[src/rtl/alarm_hub_pkg.sv]
package alarm_hub_pkg;
  localparam int NUM_TEMP  = 3;
  localparam int NUM_FAN   = 3;
  localparam int REG_W     = 8;
  localparam int TEMP_BASE = 1;
  localparam int FAN_BASE  = TEMP_BASE + NUM_TEMP;
  localparam int NUM_REGS  = FAN_BASE + NUM_FAN;
  localparam int ADDR_W    = $clog2(NUM_REGS);

  // alarm word bit positions
  localparam int ALM_THROTTLE = 7;
  localparam int ALM_SW       = 4;
  localparam int ALM_WDOG     = 3;
  localparam int ALM_THERM    = 1;
  localparam int ALM_FAN      = 0;
  // status register bit positions
  localparam int TST_EVT = 1;
  localparam int TST_OK  = 0;
  localparam int FST_EVT = 2;
  localparam int CTL_SW  = 0;

  typedef struct packed {
    logic                swWr;
    logic                swVal;
    logic [NUM_TEMP-1:0] tempClr;
    logic [NUM_FAN-1:0]  fanClr;
  } hubStrobes_t;
endpackage

[src/rtl/alarm_hub_ctrl.sv]
module alarm_hub_ctrl
  import alarm_hub_pkg::*;
(
  input  logic              clk,
  input  logic              rstN,
  input  logic              wrEn,
  input  logic [ADDR_W-1:0] wrAddr,
  input  logic [REG_W-1:0]  wrData,
  output hubStrobes_t       strobes
);

  always_comb begin
    strobes       = '0;
    strobes.swWr  = wrEn && (wrAddr == ADDR_W'(0));
    strobes.swVal = wrData[CTL_SW];
    for (int i = 0; i < NUM_TEMP; i++)
      strobes.tempClr[i] = wrEn && (wrAddr == ADDR_W'(TEMP_BASE + i)) && wrData[TST_EVT];
    for (int j = 0; j < NUM_FAN; j++)
      strobes.fanClr[j] = wrEn && (wrAddr == ADDR_W'(FAN_BASE + j)) && wrData[FST_EVT];
  end

  AST_ONE_TARGET: assert property (@(posedge clk) disable iff (!rstN)
    $onehot0({strobes.swWr, strobes.tempClr, strobes.fanClr}));
  AST_WR_KNOWN: assert property (@(posedge clk) disable iff (!rstN)
    wrEn |-> !$isunknown({wrAddr, wrData}));

endmodule

[src/rtl/alarm_hub_dpath.sv]
module alarm_hub_dpath
  import alarm_hub_pkg::*;
(
  input  logic                      clk,
  input  logic                      rstN,
  input  hubStrobes_t               strobes,
  input  logic [NUM_TEMP-1:0]       tempEvt,
  input  logic [NUM_TEMP-1:0]       tempOk,
  input  logic [NUM_FAN-1:0]        fanEvt,
  input  logic                      wdogEvt,
  input  logic                      throttle,
  input  logic                      blinkTick,
  output logic [REG_W-1:0]          alarmReg,
  output logic [NUM_TEMP*REG_W-1:0] tempStatus,
  output logic [NUM_FAN*REG_W-1:0]  fanStatus,
  output logic [REG_W-1:0]          ctrlReg,
  output logic                      alertLed
);

  logic [NUM_TEMP-1:0] tempSticky;
  logic [NUM_FAN-1:0]  fanSticky;
  logic                swEvt;
  logic                flash;

  genvar gi;
  generate
    for (gi = 0; gi < NUM_TEMP; gi++) begin : g_temp
      always_ff @(posedge clk) begin
        if (!rstN) tempSticky[gi] <= 1'b0;
        else       tempSticky[gi] <= tempEvt[gi] | (tempSticky[gi] & ~strobes.tempClr[gi]);
      end
      AST_TEMP_EVT_WINS: assert property (@(posedge clk) disable iff (!rstN)
        tempEvt[gi] |=> tempSticky[gi]);
      AST_TEMP_HOLD: assert property (@(posedge clk) disable iff (!rstN)
        (tempSticky[gi] && !strobes.tempClr[gi]) |=> tempSticky[gi]);
      AST_TEMP_CLR: assert property (@(posedge clk) disable iff (!rstN)
        (strobes.tempClr[gi] && !tempEvt[gi]) |=> !tempSticky[gi]);
    end
    for (gi = 0; gi < NUM_FAN; gi++) begin : g_fan
      always_ff @(posedge clk) begin
        if (!rstN) fanSticky[gi] <= 1'b0;
        else       fanSticky[gi] <= fanEvt[gi] | (fanSticky[gi] & ~strobes.fanClr[gi]);
      end
      AST_FAN_EVT_WINS: assert property (@(posedge clk) disable iff (!rstN)
        fanEvt[gi] |=> fanSticky[gi]);
      AST_FAN_HOLD: assert property (@(posedge clk) disable iff (!rstN)
        (fanSticky[gi] && !strobes.fanClr[gi]) |=> fanSticky[gi]);
    end
  endgenerate

  always_ff @(posedge clk) begin
    if (!rstN)             swEvt <= 1'b0;
    else if (strobes.swWr) swEvt <= strobes.swVal;
  end

  AST_SW_WRITE: assert property (@(posedge clk) disable iff (!rstN)
    strobes.swWr |=> (swEvt == $past(strobes.swVal)));

  always_comb begin
    alarmReg               = '0;
    alarmReg[ALM_THROTTLE] = throttle;
    alarmReg[ALM_SW]       = swEvt;
    alarmReg[ALM_WDOG]     = wdogEvt;
    alarmReg[ALM_THERM]    = |tempSticky;
    alarmReg[ALM_FAN]      = |fanSticky;
  end

  assign flash = (alarmReg & REG_W'(8'h13)) != '0;

  always_ff @(posedge clk) begin
    if (!rstN)          alertLed <= 1'b0;
    else if (!flash)    alertLed <= 1'b0;
    else if (blinkTick) alertLed <= ~alertLed;
  end

  AST_LED_DARK: assert property (@(posedge clk) disable iff (!rstN)
    !(swEvt || (|tempSticky) || (|fanSticky)) |=> !alertLed);
  AST_LED_PACE: assert property (@(posedge clk) disable iff (!rstN)
    !blinkTick |=> ($stable(alertLed) || !alertLed));

  always_comb begin
    tempStatus = '0;
    fanStatus  = '0;
    ctrlReg    = '0;
    for (int i = 0; i < NUM_TEMP; i++) begin
      tempStatus[i*REG_W + TST_EVT] = tempSticky[i];
      tempStatus[i*REG_W + TST_OK]  = tempOk[i];
    end
    for (int j = 0; j < NUM_FAN; j++)
      fanStatus[j*REG_W + FST_EVT] = fanSticky[j];
    ctrlReg[CTL_SW] = swEvt;
  end

endmodule

[src/rtl/sticky_alarm_hub.sv]
module sticky_alarm_hub
  import alarm_hub_pkg::*;
(
  input  logic                      clk,
  input  logic                      rstN,
  input  logic [NUM_TEMP-1:0]       tempEvt,
  input  logic [NUM_TEMP-1:0]       tempOk,
  input  logic [NUM_FAN-1:0]        fanEvt,
  input  logic                      wdogEvt,
  input  logic                      throttle,
  input  logic                      blinkTick,
  input  logic                      wrEn,
  input  logic [ADDR_W-1:0]         wrAddr,
  input  logic [REG_W-1:0]          wrData,
  output logic [REG_W-1:0]          alarmReg,
  output logic [NUM_TEMP*REG_W-1:0] tempStatus,
  output logic [NUM_FAN*REG_W-1:0]  fanStatus,
  output logic [REG_W-1:0]          ctrlReg,
  output logic                      alertLed
);

  hubStrobes_t strobes;

  alarm_hub_ctrl ctrl_i (
    .clk     (clk),
    .rstN    (rstN),
    .wrEn    (wrEn),
    .wrAddr  (wrAddr),
    .wrData  (wrData),
    .strobes (strobes)
  );

  alarm_hub_dpath dpath_i (
    .clk        (clk),
    .rstN       (rstN),
    .strobes    (strobes),
    .tempEvt    (tempEvt),
    .tempOk     (tempOk),
    .fanEvt     (fanEvt),
    .wdogEvt    (wdogEvt),
    .throttle   (throttle),
    .blinkTick  (blinkTick),
    .alarmReg   (alarmReg),
    .tempStatus (tempStatus),
    .fanStatus  (fanStatus),
    .ctrlReg    (ctrlReg),
    .alertLed   (alertLed)
  );

endmodule

[config.mk]
export PLATFORM = sky130hd
export DESIGN_NAME = sticky_alarm_hub
export DESIGN_NICKNAME = d
export VERILOG_FILES = /design/src/rtl/alarm_hub_pkg.sv /design/src/rtl/alarm_hub_ctrl.sv /design/src/rtl/alarm_hub_dpath.sv /design/src/rtl/sticky_alarm_hub.sv
export SDC_FILE = /design/constraint.sdc
export NUM_CORES = 1
export LEC_CHECK = 0
export BUFFER_PORTS_ARGS = -buffer_cell sky130_fd_sc_hd__buf_2
export CAP_MARGIN = 40
export CORE_UTILIZATION = 26
export DETAILED_ROUTE_END_ITERATION = 10
export GPL_TIMING_DRIVEN = 0
export PLACE_DENSITY = 0.69
export SYNTH_ARGS = -nofsm -noshare
export SYNTH_HDL_FRONTEND = slang
export SYNTH_SLANG_ARGS = --single-unit
[constraint.sdc]
create_clock -name clk -period 1.45 [get_ports clk]
set_input_delay 0.29 -clock clk [delete_from_list [all_inputs] [get_ports clk]]
set_output_delay 0.29 -clock clk [all_outputs]
set_load 0.02 [all_outputs]
==> flow_metrics.py <==
metrics = {
    "floorplan": {
        "dieArea_sq_um": 3160,
        "rows": 19,
        "die_h_microns": 56.2,
        "chipWidth_microns": 56.2,
        "start_util_pct": 27.5,
        "num_io_pins": 91,
        "core-area_sq_um": 2780,
    },
    "clocking": {
        "clkTransAtPathRegs_ps": 60,
        "clk_path_buf_depth": 2,
        "cts_inserted_buffers": 3,
        "hold_buffers": 0,
        "clock-root-buffer": "clkbuf_4",
        "clk_latency_ps": 250,
        "cts.sinks": 8,
        "cts-htree-levels": 1,
        "cts_setup_buffers": 0,
        "cts-resized-gates": 0,
        "cts_tree": "built",
    },
    "global_routing": {
        "grt_max_degree": 10,
        "grt_remaining_overflow": 0,
        "grtUsageTotal_pct": 8.05,
        "grt_pass1_wl_microns": 1960,
        "antenna_found_initial": 0,
        "grt_pass1_vias": 459,
    },
    "synth": {
        "seq_area_frac_synth_pct": 20.9,
        "yosysUniqueCellTypes": 18,
        "synthesis.instances": 93,
        "yosysTopAreaCell": "buf_4",
        "yosysWarnings": 0,
        "synth_top_area_share_pct": 55.0,
        "synth_area_leaders": "buf_4, dfxtp_1, o21ai_0, nor3b_1, a21oi_1",
        "synth_seq_cells": 8,
        "synth_area_sq_um": 764,
        "avgSynthCellArea_sq_um": 8.22,
    },
    "finish": {
        "fillers": 302,
        "area_growth_pct": 53.0,
        "nets": 203,
        "fin_cells": 206,
        "drive_gt1_share_pct": 53.1,
        "diodes": 0,
        "final_area_sq_um": 1170,
    },
    "placement": {
        "place_inst": 203,
        "dp_hpwl_microns": 1280,
        "io_buffer_count": 31,
        "place.gp.congestion": 0.737,
        "dpl_cell_area_sq_um": 1140,
    },
    "critical_path": {
        "path_max_fanout": 3,
        "path_buf_inv": 1,
        "critical_path.cell_chain": "or3_4 -> buf_4",
        "worst-setup-path-type": "register to primary output",
        "cpLargestDelayFamily": "simple AND/OR/NAND/NOR gates",
        "arrival_ps": 1120,
        "crit_slowest_cell": "or3_4",
        "start_kind": "register",
        "cp-end-kind": "primary output",
        "worstPathRequired_ps": 1160,
        "max_stage_delay_ps": 380,
    },
    "pwr": {
        "p_per_area_nw_per_um2": 668,
        "p_leak_nw": 0.735,
        "irDropWorstVdd_mv": 0.400,
    },
    "run_status": {
        "status": "finished clean",
    },
    "timing": {
        "hold_viol_final": 0,
        "period_needed_ps": 1410,
        "maxSlewViolCount": 0,
        "max_freq_ghz": 0.708,
        "setup_viol": 0,
        "post-route-period-util_pct": 97.4,
        "skew_ps": 5.44,
    },
    "worst_hold_path": {
        "hp-class": "input port to register",
    },
    "route": {
        "post-route-drc-count": 0,
        "drt-total-wl_microns": 1470,
        "drt-pass1-iter-count": 2,
        "drtIter0Drc": 1,
        "ant_nets": 0,
        "via_per_inst": 3.29,
        "wl_per_cell_microns": 7.11,
        "vias": 678,
    },
    "job": {
        "maxCapViolations": 0,
    },
}
[Yosys cell counts]
cell     instances
nor3_1           1
a41oi_1          1
nor4b_1          1
inv_1            1
o21ai_0          6
buf_4           56
dfxtp_1          8
and3_1           1
o311a_1          1
or3_1            1
xor2_1           1
conb_1           1
mux2i_1          1
nand2_1          2
and3b_1          1
nor3b_1          4
or3_4            1
a21oi_1          5
[metal layers]
metal / vias up / share of wire (%) / routed length, microns / track usage, %
met5: - / 0 / 0 / 0
met4: 0 / 0 / 0 / 3.14
met3: 0 / 14 / 211 / 4.42
met2: 49 / 46 / 669 / 13.3
met1: 263 / 40 / 584 / 8.55
li1: 366 / - / - / -
[cells by family (layout without fill, tap and decap cells)]
kind of cell	count (synthesis)	count (layout)	share of synthesized area [%]
AO/OA/AOI/OAI	13	13	9.66
XOR/XNOR	1	1	1.15
AND/OR/NAND/NOR	12	12	11.0
flip-flops	8	8	20.9
multiplexers	1	1	1.31
buffers and inverters	57	91	55.5
other	1	49	0.491
[cells in the final DEF (no fill, tap or decap), drive strengths merged]
cell	instances
dfxtp	8
and3	1
o21ai	6
conb	49
buf	87
and3b	1
o311a	1
nor4b	1
nor3b	4
clkbuf	3
nor3	1
mux2i	1
xor2	1
inv	1
nand2	2
a41oi	1
or3	2
a21oi	5
[worst register-to-register path, delay by kind of cell, from the launching register on]
| family | cells | cell delay, ps |
|---|---|---|
| AND/OR/NAND/NOR | 1 | 380 |
| AO/OA/AOI/OAI | 1 | 320 |
| flip-flops | 1 | 310 |
[final timing paths]
| check | startpoint | cells past startpoint | slack, ps | end |
|---|---|---|---|---|
| setup reg to reg | dpath_i.tempStatus[17]$_SDFF_PN0_ | 2 | 320 | dpath_i.alertLed$_SDFFE_PN0P_ |
| hold / removal | wrData[0] | 3 | 290 | dpath_i.swEvt$_SDFFE_PN0P_ |
| setup / recovery | dpath_i.fanStatus[2]$_SDFF_PN0_ | 2 | 40 | alarmReg[0] |
| hold reg to reg | dpath_i.swEvt$_SDFFE_PN0P_ | 2 | 510 | dpath_i.swEvt$_SDFFE_PN0P_ |
[sequential cells by signal, indices dropped and copies added (netlist names)]
register            flops
dpath_i.alertLed        1
dpath_i.swEvt           1
dpath_i.tempStatus      3
dpath_i.fanStatus       3
[through the flow]
step / util [%] / setup TNS (ps) / setup WS (ps) / hold WS (ps) / power, mW
3_5_place_dp: 40.9 / 0 / 286 / 500 / 0.608
2_1_floorplan: - / 0 / 163 / 411 / 0.544
6_report: 42.1 / 0 / 37.6 / 286 / 0.782
4_1_cts: 41.7 / 0 / 9.92 / 288 / 0.780
3_3_place_gp: 40.9 / 0 / 287 / 486 / 0.607
5_1_grt: 42.1 / -2.01 / -2.01 / 285 / 0.825
[final cells by class]
class	count	area (sq um)	share of cell area [%]
Tap cell	31	38.8	3.32
Multi-Input combinational cell	76	365	31.2
Sequential cell	8	161	13.8
Clock buffer	3	22.5	1.93
Inverter	1	3.75	0.321
Timing Repair Buffer	31	158	13.5
Buffer	56	420	35.9
[power breakdown]
group | total (mW) | switching (mW) | internal [mW]
Sequential | 0.248 | 0.0107 | 0.237
Combinational | 0.364 | 0.208 | 0.156
Clock | 0.170 | 0.0756 | 0.0947
Power figures use the tool's default switching activity.
